<file path="config.mk">
export PLATFORM = sky130hd
export DESIGN_NAME = smbus_pwr_regs
export DESIGN_NICKNAME = d
export VERILOG_FILES = /design/src/rtl/smb_regs_pkg.sv /design/src/rtl/smb_line_sync.sv /design/src/rtl/smb_bit_engine.sv /design/src/rtl/smb_reg_ctrl.sv /design/src/rtl/smbus_pwr_regs.sv
export SDC_FILE = /design/constraint.sdc
export NUM_CORES = 1
export LEC_CHECK = 0
export BUFFER_PORTS_ARGS = -buffer_cell sky130_fd_sc_hd__clkbuf_2
export CAP_MARGIN = 30
export CORE_MARGIN = 3
export CORE_UTILIZATION = 30
export CTS_CLUSTER_SIZE = 20
export DETAILED_ROUTE_END_ITERATION = 10
export GPL_TIMING_DRIVEN = 0
export HOLD_SLACK_MARGIN = 0.15
export MAX_ROUTING_LAYER = met4
export SKIP_CTS_REPAIR_TIMING = 1
export SLEW_MARGIN = 30
export SYNTH_ARGS = -nofsm -noshare
export SYNTH_HDL_FRONTEND = slang
export SYNTH_SLANG_ARGS = --single-unit
</file>
<file path="constraint.sdc">
create_clock -name clk_i -period 5.2 [get_ports clk_i]
set_input_delay 1.04 -clock clk_i [delete_from_list [all_inputs] [get_ports clk_i]]
set_output_delay 1.04 -clock clk_i [all_outputs]
set_load 0.01 [all_outputs]
</file>
<file path="src/rtl/smb_regs_pkg.sv">
package smb_regs_pkg;
  typedef enum logic [2:0] {
    ST_IDLE,
    ST_ADDR,
    ST_PTR,
    ST_WDATA,
    ST_RDATA,
    ST_SKIP
  } smb_state_e;
endpackage

</file>
<file path="src/rtl/smb_line_sync.sv">
module smb_line_sync #(
  parameter int SYNC_STAGES = 2
) (
  input  logic clk_i,
  input  logic rst_ni,
  input  logic scl_i,
  input  logic sda_i,
  output logic sda_o,
  output logic scl_rise_o,
  output logic scl_fall_o,
  output logic start_o,
  output logic stop_o
);
  logic [SYNC_STAGES-1:0] scl_sr, sda_sr;
  logic scl_q, sda_q, scl_s;

  always_ff @(posedge clk_i or negedge rst_ni) begin
    if (!rst_ni) begin
      scl_sr <= '1;
      sda_sr <= '1;
      scl_q  <= 1'b1;
      sda_q  <= 1'b1;
    end else begin
      scl_sr <= {scl_sr[SYNC_STAGES-2:0], scl_i};
      sda_sr <= {sda_sr[SYNC_STAGES-2:0], sda_i};
      scl_q  <= scl_sr[SYNC_STAGES-1];
      sda_q  <= sda_sr[SYNC_STAGES-1];
    end
  end

  assign scl_s      = scl_sr[SYNC_STAGES-1];
  assign sda_o      = sda_sr[SYNC_STAGES-1];
  assign scl_rise_o = scl_s & ~scl_q;
  assign scl_fall_o = ~scl_s & scl_q;
  assign start_o    = scl_s & scl_q & sda_q & ~sda_o;
  assign stop_o     = scl_s & scl_q & ~sda_q & sda_o;
endmodule

</file>
<file path="src/rtl/smb_bit_engine.sv">
module smb_bit_engine #(
  parameter int BYTE_W = 8
) (
  input  logic              clk_i,
  input  logic              rst_ni,
  input  logic              sda_i,
  input  logic              scl_rise_i,
  input  logic              scl_fall_i,
  input  logic              start_i,
  input  logic              stop_i,
  input  logic              ack_i,
  input  logic              tx_en_i,
  input  logic [BYTE_W-1:0] tx_data_i,
  output logic              byte_valid_o,
  output logic [BYTE_W-1:0] rx_byte_o,
  output logic              mack_valid_o,
  output logic              mack_o,
  output logic              sda_oe_o
);
  localparam int CNT_W = $clog2(BYTE_W + 2);
  localparam logic [CNT_W-1:0] LAST_BIT = CNT_W'(BYTE_W - 1);
  localparam logic [CNT_W-1:0] ACK_BIT  = CNT_W'(BYTE_W);
  localparam logic [CNT_W-1:0] ACK_END  = CNT_W'(BYTE_W + 1);

  logic [CNT_W-1:0]  cnt;
  logic [BYTE_W-1:0] rx_sh, tx_sh;
  logic              active, ack_pend, oe;

  assign rx_byte_o    = {rx_sh[BYTE_W-2:0], sda_i};
  assign byte_valid_o = active & scl_rise_i & (cnt == LAST_BIT);
  assign mack_valid_o = active & scl_rise_i & (cnt == ACK_BIT);
  assign mack_o       = ~sda_i;
  assign sda_oe_o     = oe;

  always_ff @(posedge clk_i or negedge rst_ni) begin
    if (!rst_ni) begin
      cnt      <= '0;
      rx_sh    <= '0;
      tx_sh    <= '0;
      active   <= 1'b0;
      ack_pend <= 1'b0;
      oe       <= 1'b0;
    end else if (start_i || stop_i) begin
      cnt      <= '0;
      active   <= start_i;
      ack_pend <= 1'b0;
      oe       <= 1'b0;
    end else if (active) begin
      if (scl_rise_i) begin
        if (cnt < ACK_END) cnt <= cnt + 1'b1;
        if (cnt < ACK_BIT) rx_sh <= rx_byte_o;
        if (byte_valid_o) ack_pend <= ack_i;
      end else if (scl_fall_i) begin
        if (cnt == ACK_BIT) begin
          oe       <= ack_pend;
          ack_pend <= 1'b0;
        end else if (cnt == ACK_END) begin
          cnt <= '0;
          if (tx_en_i) begin
            oe    <= ~tx_data_i[BYTE_W-1];
            tx_sh <= {tx_data_i[BYTE_W-2:0], 1'b0};
          end else begin
            oe <= 1'b0;
          end
        end else if (cnt != '0 && tx_en_i) begin
          oe    <= ~tx_sh[BYTE_W-1];
          tx_sh <= {tx_sh[BYTE_W-2:0], 1'b0};
        end
      end
    end
  end

  // SDA moves only on the cycle after a synchronized SCL fall
  p_oe_rise_after_fall_r9: assert property (@(posedge clk_i) disable iff (!rst_ni)
    $rose(sda_oe_o) |-> $past(scl_fall_i));
  p_oe_fall_after_fall_r9: assert property (@(posedge clk_i) disable iff (!rst_ni)
    $fell(sda_oe_o) |-> ($past(scl_fall_i) || $past(start_i) || $past(stop_i)));
  p_release_on_cond_r2: assert property (@(posedge clk_i) disable iff (!rst_ni)
    (start_i || stop_i) |=> !sda_oe_o);
endmodule

</file>
<file path="src/rtl/smb_reg_ctrl.sv">
module smb_reg_ctrl
  import smb_regs_pkg::*;
#(
  parameter int          BYTE_W  = 8,
  parameter int          SEL_W   = 3,
  parameter int          ID_W    = BYTE_W - 1 - SEL_W,
  parameter logic [ID_W-1:0] ID_HI = '1
) (
  input  logic              clk_i,
  input  logic              rst_ni,
  input  logic [SEL_W-1:0]  addr_sel_i,
  input  logic [BYTE_W-1:0] status_i,
  input  logic              start_i,
  input  logic              stop_i,
  input  logic              byte_valid_i,
  input  logic [BYTE_W-1:0] rx_byte_i,
  input  logic              mack_valid_i,
  input  logic              mack_i,
  output logic              ack_o,
  output logic              tx_en_o,
  output logic [BYTE_W-1:0] tx_data_o,
  output logic [BYTE_W-1:0] force_off_o
);
  localparam logic [BYTE_W-1:0] PTR_STATUS = '0;
  localparam logic [BYTE_W-1:0] PTR_SHDN   = '1;

  smb_state_e        state;
  logic              ptr_shdn;
  logic [BYTE_W-1:0] shdn_q;
  logic [BYTE_W-2:0] dev_addr;
  logic              addr_hit, ptr_ok;

  assign dev_addr = {ID_HI, addr_sel_i};
  assign addr_hit = (rx_byte_i[BYTE_W-1:1] == dev_addr);
  assign ptr_ok   = (rx_byte_i == PTR_STATUS) || (rx_byte_i == PTR_SHDN);

  always_comb begin
    case (state)
      ST_ADDR:  ack_o = addr_hit;
      ST_PTR:   ack_o = ptr_ok;
      ST_WDATA: ack_o = 1'b1;
      default:  ack_o = 1'b0;
    endcase
  end

  assign tx_en_o     = (state == ST_RDATA);
  assign tx_data_o   = ptr_shdn ? shdn_q : status_i;
  assign force_off_o = shdn_q;

  always_ff @(posedge clk_i or negedge rst_ni) begin
    if (!rst_ni) begin
      state    <= ST_IDLE;
      ptr_shdn <= 1'b0;
      shdn_q   <= '0;
    end else if (start_i) begin
      state <= ST_ADDR;
    end else if (stop_i) begin
      state <= ST_IDLE;
    end else if (byte_valid_i) begin
      case (state)
        ST_ADDR:  state <= !addr_hit ? ST_SKIP : (rx_byte_i[0] ? ST_RDATA : ST_PTR);
        ST_PTR: begin
          if (ptr_ok) begin
            ptr_shdn <= rx_byte_i[0];
            state    <= ST_WDATA;
          end else begin
            state <= ST_SKIP;
          end
        end
        ST_WDATA: if (ptr_shdn) shdn_q <= rx_byte_i;
        default:  ;
      endcase
    end else if (mack_valid_i && state == ST_RDATA && !mack_i) begin
      state <= ST_SKIP;
    end
  end

  p_addr_miss_r1: assert property (@(posedge clk_i) disable iff (!rst_ni)
    (byte_valid_i && state == ST_ADDR && !start_i && !stop_i &&
     rx_byte_i[BYTE_W-1:1] != dev_addr) |=> (state == ST_SKIP));
  p_bad_ptr_r3: assert property (@(posedge clk_i) disable iff (!rst_ni)
    (byte_valid_i && state == ST_PTR && !start_i && !stop_i &&
     rx_byte_i != PTR_STATUS && rx_byte_i != PTR_SHDN) |=> (state == ST_SKIP && $stable(ptr_shdn)));
  p_status_wr_ignored_r5: assert property (@(posedge clk_i) disable iff (!rst_ni)
    (byte_valid_i && state == ST_WDATA && !ptr_shdn) |=> $stable(force_off_o));
  p_stop_keeps_ptr_r2: assert property (@(posedge clk_i) disable iff (!rst_ni)
    (stop_i && !start_i) |=> (state == ST_IDLE && $stable(ptr_shdn) && $stable(force_off_o)));
  p_nack_ends_read_r7: assert property (@(posedge clk_i) disable iff (!rst_ni)
    (mack_valid_i && state == ST_RDATA && !mack_i && !start_i && !stop_i) |=> (state == ST_SKIP));
endmodule

</file>
<file path="src/rtl/smbus_pwr_regs.sv">
module smbus_pwr_regs #(
  parameter int         SYNC_STAGES = 2,
  parameter logic [3:0] ID_HI       = 4'b1011
) (
  input  logic       clk_i,
  input  logic       rst_ni,
  input  logic       scl_i,
  input  logic       sda_i,
  output logic       sda_oe_o,
  input  logic [2:0] addr_sel_i,
  input  logic [7:0] status_i,
  output logic [7:0] force_off_o
);
  localparam int BYTE_W = 8;

  logic              sda_s, scl_rise, scl_fall, start, stop;
  logic              byte_valid, mack_valid, mack, ack, tx_en;
  logic [BYTE_W-1:0] rx_byte, tx_data;

  smb_line_sync #(.SYNC_STAGES(SYNC_STAGES)) u_sync (
    .clk_i, .rst_ni, .scl_i, .sda_i,
    .sda_o(sda_s), .scl_rise_o(scl_rise), .scl_fall_o(scl_fall),
    .start_o(start), .stop_o(stop)
  );

  smb_bit_engine #(.BYTE_W(BYTE_W)) u_eng (
    .clk_i, .rst_ni, .sda_i(sda_s),
    .scl_rise_i(scl_rise), .scl_fall_i(scl_fall),
    .start_i(start), .stop_i(stop),
    .ack_i(ack), .tx_en_i(tx_en), .tx_data_i(tx_data),
    .byte_valid_o(byte_valid), .rx_byte_o(rx_byte),
    .mack_valid_o(mack_valid), .mack_o(mack), .sda_oe_o
  );

  smb_reg_ctrl #(.BYTE_W(BYTE_W), .SEL_W(3), .ID_W(4), .ID_HI(ID_HI)) u_ctrl (
    .clk_i, .rst_ni, .addr_sel_i, .status_i,
    .start_i(start), .stop_i(stop),
    .byte_valid_i(byte_valid), .rx_byte_i(rx_byte),
    .mack_valid_i(mack_valid), .mack_i(mack),
    .ack_o(ack), .tx_en_o(tx_en), .tx_data_o(tx_data),
    .force_off_o
  );
endmodule

</file>
# Word-level counts from Yosys, hierarchy flattened

Cells that the tools add are included.

Register bits after elaboration: 40
Logic and storage cells: 109
Bits of input ports: 15
Output and inout bits: 9

Equality and inequality tests: 15
$lt $le $gt $ge: 2
Bitwise logic cells: 21
Reduce and logical (&&, ||, !) cells: 23
Add/sub/neg operators: 1
Multiplexer cells: 34

Operator list:

| cell                  | count |
|---|---|
| $mux W8               | 4 |
| $mux W4               | 7 |
| $mux W3               | 7 |
| $reduce_and A5 Y1     | 3 |
| $mux W1               | 14 |
| $reduce_and A4 Y1     | 3 |
| $reduce_bool A4 Y1    | 3 |
| $not A1 Y1            | 11 |
| $and A1 B1 Y1         | 10 |
| $reduce_bool A3 Y1    | 3 |
| $eq A4 B4 Y1 const B  | 2 |
| $eq A8 B8 Y1 const B  | 1 |
| $logic_not A8 Y1      | 1 |
| $lt A4 B4 Y1 const B  | 2 |
| $eq A7 B7 Y1          | 1 |
| $reduce_and A7 Y1     | 1 |
| $eq A3 B2 Y1 const B  | 2 |
| $ne A3 B3 Y1 const B  | 2 |
| $pmux W3 S2           | 1 |
| $reduce_bool A2 Y1    | 3 |
| $ne A5 B1 Y1 const B  | 1 |
| $add A4 B1 Y4 const B | 1 |
| $eq A4 B3 Y1 const B  | 1 |
| $eq A3 B1 Y1 const B  | 1 |
| 8 further kinds       | 11 |

# Longest topological paths before layout

Depth after elaboration: 10
Depth in mapped cells: 7
Mapped depth without buffers: 7

# Cells and area by module

Synthesis repeated with hierarchy kept, for this count alone.

Cell total of the unflattened synthesis: 184
Area total of the unflattened synthesis: 2057.0 um^2

Modules (own cells, without submodules):

| module         | instances | cells an instance | seq. area each (um^2) | area each (um^2) |
|---|---|---|---|---|
| smb_bit_engine | 1         | 105               | 525.5                 | 1117.3 |
| smb_reg_ctrl   | 1         | 69                | 300.3                 | 749.5 |
| smb_line_sync  | 1         | 10                | 157.7                 | 190.2 |

# Least setup slack after synthesis

Ideal clock, no wire load.

Path kind: input to register
From: input addr_sel_i[1]
To: register u_ctrl.state[2]
Data required time: 5079 ps
Path buffers: 0
Setup time: 121 ps
Stages on the path: 5
Arrival: 2086 ps
Setup slack: 2993 ps
Cell sequence: xor2_1 nor4_1 nor4b_1 a31oi_1 a22o_1

Word-level cells in the longest chain between the ends: 6

Ends and longest elaborated chain:

| what                   | line                 | RTL |
|---|---|---|
| start: declaration     | smbus_pwr_regs.sv:10 | `input logic [2:0] addr_sel_i,` |
| $eq A7 B7 Y1           | smb_reg_ctrl.sv:34   | `assign addr_hit = (rx_byte_i[BYTE_W-1:1] == dev_addr);` |
| $mux W3                | smb_reg_ctrl.sv:61   | `ST_ADDR: state <= !addr_hit ? ST_SKIP : (rx_byte_i[0] ? ST_RDATA : ST_PTR);` |
| $pmux W3 S2            | smb_reg_ctrl.sv:60   | `case (state)` |
| $mux W3                | smb_reg_ctrl.sv:59   | `end else if (byte_valid_i) begin` |
| $mux W3                | smb_reg_ctrl.sv:57   | `end else if (stop_i) begin` |
| $mux W3                | smb_reg_ctrl.sv:55   | `end else if (start_i) begin` |
| end signal: assignment | smb_reg_ctrl.sv:61   |  |
| end: declaration       | smb_reg_ctrl.sv:27   | `smb_state_e state;` |

No other way between the ends.
A chain may end at the register's enable or synchronous reset.

# Worst setup path in the final report

Same ends and word-level chain as after synthesis.

==> metrics.yaml <==
outcome:
  status: "complete, no violations"
route:
  viasPerCell: 5.03
  drt.antenna.violating_nets: 0
  first_iter_violations: 87
  wire_per_inst_um: 13.8
  routed-wl-met2_um: 1880
  routed_wl_um: 4040
  met1Wirelength_um: 1940
  vias: 1475
  dr_wl_met3_um: 149
  drt_pass1_iterations: 4
  routed.top_layer: "met4"
  remaining_drc_errors: 0
clock_network:
  numClockSinks: 39
  root_buffer: "clkbuf_8"
  cts_buffers: 5
  cts_buffer_depth: 2
  clk_pin_slew_ns: 0.08
  h-tree-depth: 2
  cts_tree: "done"
  insertion_delay_ns: 0.29
logic_synthesis:
  ys.flop_type: "dfrtp_1"
  synth_edf_count: 0
  synth_mux_area_frac: 0.143
  yosys_warnings: 0
  syn_nets: 204
  synth-xor-area-share: 0.0214
  synth-seq-cells: 39
  synth_top_family_by_area: "simple AND/OR/NAND/NOR gates"
  synth_fa_ha_area_frac: 0.0245
  synth.distinct_cells: 45
  synthArstFlopShare: 1.00
  synth_compound_area_frac: 0.107
  syn_area_per_cell_um2: 11.1
  yosysSeqAreaShare: 0.481
  synth_cells: 185
  yosys.area_share.simple: 0.192
  netlist_area_mm2: 0.00204
worst_setup_path:
  arrival_ns: 2.47
  cp-end-kind: "flop"
  crit_path_max_incr_delay_ns: 0.53
  reg2reg_to: "u_ctrl.force_off_o[2]$_DFFE_PN0P_"
  path_cells: "clkbuf_2 > xor2_1 > nor4_1 > nor4b_1 > a31oi_1 > a22o_1"
  worstPathMaxFanout: 3
  reg2reg_from: "u_sync.scl_sr[1]$_DFF_PN1_"
  cp_num_buf_inv: 1
  cp-start-kind: "input port"
  critPathTopFamily: "simple AND/OR/NAND/NOR gates"
  slowest_stage: "nor4_1"
  cp.required_ns: 5.39
  reg2regPathDepth: 5
  path_class: "input port to flop"
  rrSetupSlack_ns: 3.22
sta:
  tightestPinTransition_ns: 0.573
  finalHoldViolCount: 0
  setup_ws_ns: 2.92
  clock.fmax_mhz: 438
  tns_ns: 0
  slew_headroom: 0.615
  finClkSkew_ns: 0.00992
  finalSetupViolations: 0
  fin_crit_sh: 0.439
  rsz0062_at_grt: "no"
  post-route-min-period_ns: 2.28
  slew_violations: 0
pwr:
  p_clk_frac: 0.375
  seqPwrFrac: 0.484
  power.internal_mw: 0.589
  power.leakage_nw: 1.08
  p_per_area_mw_per_mm2: 333
  pwr-share-comb: 0.140
  power.share.switching: 0.260
  p_switching_mw: 0.207
  ir_drop_v: 0.000104
place:
  pre_cts_ws_ns: 2.65
  dp.final_hpwl_um: 2980
  globalplace.congestion: 0.775
  portBuffers: 23
  place_inst: 285
finish:
  nNetsFinal: 234
  num_antenna_cells: 0
  final_cell_mix: "dfrtp_1 (33), clkbuf_2 (22), mux2_2 (18)"
  final_common_cell: "dfrtp_1"
  fin_cells: 293
  drive_above_1_share: 0.315
  area_growth_pct: 17.0
min_path:
  hp-class: "flop to flop"
  whs_endpoint: "u_sync.scl_sr[1]$_DFF_PN1_"
  worstHoldStart: "u_sync.scl_sr[0]$_DFF_PN1_"
  hold_depth: 0
die:
  die_area_mm2: 0.00784
  dieWidth_um: 88.6
  core-area_mm2: 0.00646
  start_util: 0.317
  rows: 29
  fp.dieH_um: 88.6
  io_pins: 24
grt:
  grt-ovfl-total: 0
  grt_pass1_wl_um: 6820
  grt_max_degree: 40
  antenna_found_initial: 0
  grt_pass1_vias: 1421
  track_usage: 0.116
job:
  drv_cap: 0
==> sequential cells by signal (all words and copies together), names as in the netlist <==
signal and flops:
u_sync.scl_q 1, u_ctrl.ptr_shdn 1, u_ctrl.state 3, u_eng.rx_sh 7, u_sync.sda_q 1, u_sync.scl_sr 2
u_sync.sda_sr 2, u_eng.ack_pend 1, u_eng.cnt 4, u_ctrl.force_off_o 8, u_eng.tx_sh 7, u_eng.sda_oe_o 1
u_eng.active 1
==> per-layer routing <==
layer,vias to the layer above,track usage
li1,734,-
met1,713,0.152
met2,22,0.171
met3,6,0.0270
met4,0,0.0495
met5,-,-
==> cell families after synthesis <==
family,after synthesis
DFF,39
AOI/OAI and AO/OA,36
buffers and inverters,12
adders and majority gates,4
and+or+nand+nor,62
xor gates and xnor gates,5
muxes,27
==> final cells by class <==
cell class	count	area (µm²)
plain buffers	8	47.5
clock buffers	6	72.6
clock inverters	2	60.1
fillers	649	4070
inverters	4	15.0
multi-input cells	134	998
flip-flops and latches	39	983
well taps	77	96.3
repair buffers	23	118
==> power groups by stage <==
stage	combinational, mW	clock, mW	sequential, mW
final	0.112	0.299	0.386
after global routing	0.126	0.319	0.395
after CTS	0.114	0.310	0.385
after detailed placement	0.114	0	0.391
after global placement	0.110	0	0.390
after floorplan	0.0869	0	0.377
==> Yosys cell counts, types with 2 or more instances <==
cell	number	area, µm²
xnor2_1	2	17.5
o21ai_0	13	65.1
o31ai_1	3	22.5
mux2_2	18	203
and3_1	3	18.8
nor2_1	13	48.8
nor3_1	3	15.0
nand2_1	12	45.0
buf_2	5	25.0
nand3b_1	2	15.0
nor4_1	5	31.3
nand3_1	3	15.0
a22o_1	3	26.3
ha_1	4	50.1
dfstp_2	6	158
a31oi_1	2	12.5
inv_1	4	15.0
nand4_1	3	18.8
nand4b_1	2	17.5
dfrtp_1	33	826
xor2_1	3	26.3
a211o_1	2	17.5
a21oi_1	10	50.1
o2bb2ai_1	2	17.5
mux2i_1	9	90.1
==> worst max path at each step <==
stage	start	endpoint	slack [ns]	cells after the start
5_1_grt	addr_sel_i[1]	u_ctrl.state[2]$_DFFE_PN0P_	2.87	6
2_1_floorplan	addr_sel_i[1]	u_ctrl.state[2]$_DFFE_PN0P_	2.99	5
4_1_cts	addr_sel_i[1]	u_ctrl.state[2]$_DFFE_PN0P_	2.95	6
6_report	addr_sel_i[1]	u_ctrl.state[2]$_DFFE_PN0P_	2.92	6
3_3_place_gp	addr_sel_i[1]	u_ctrl.state[2]$_DFFE_PN0P_	2.70	6
3_5_place_dp	addr_sel_i[1]	u_ctrl.state[2]$_DFFE_PN0P_	2.65	6
==> per-stage QoR <==
step | instance area [µm²] | power [mW] | util | hold slack [ns]
finish | 2390 | 0.797 | 0.370 | 0.357
global route | 2390 | 0.840 | 0.370 | 0.359
CTS | 2390 | 0.808 | 0.370 | 0.358
detailed placement | 2260 | 0.504 | 0.350 | 0.347
global placement | 2260 | 0.500 | 0.349 | 0.347
floorplan | 2040 | 0.464 | - | 0.345
(Power assumes the default switching activity.)
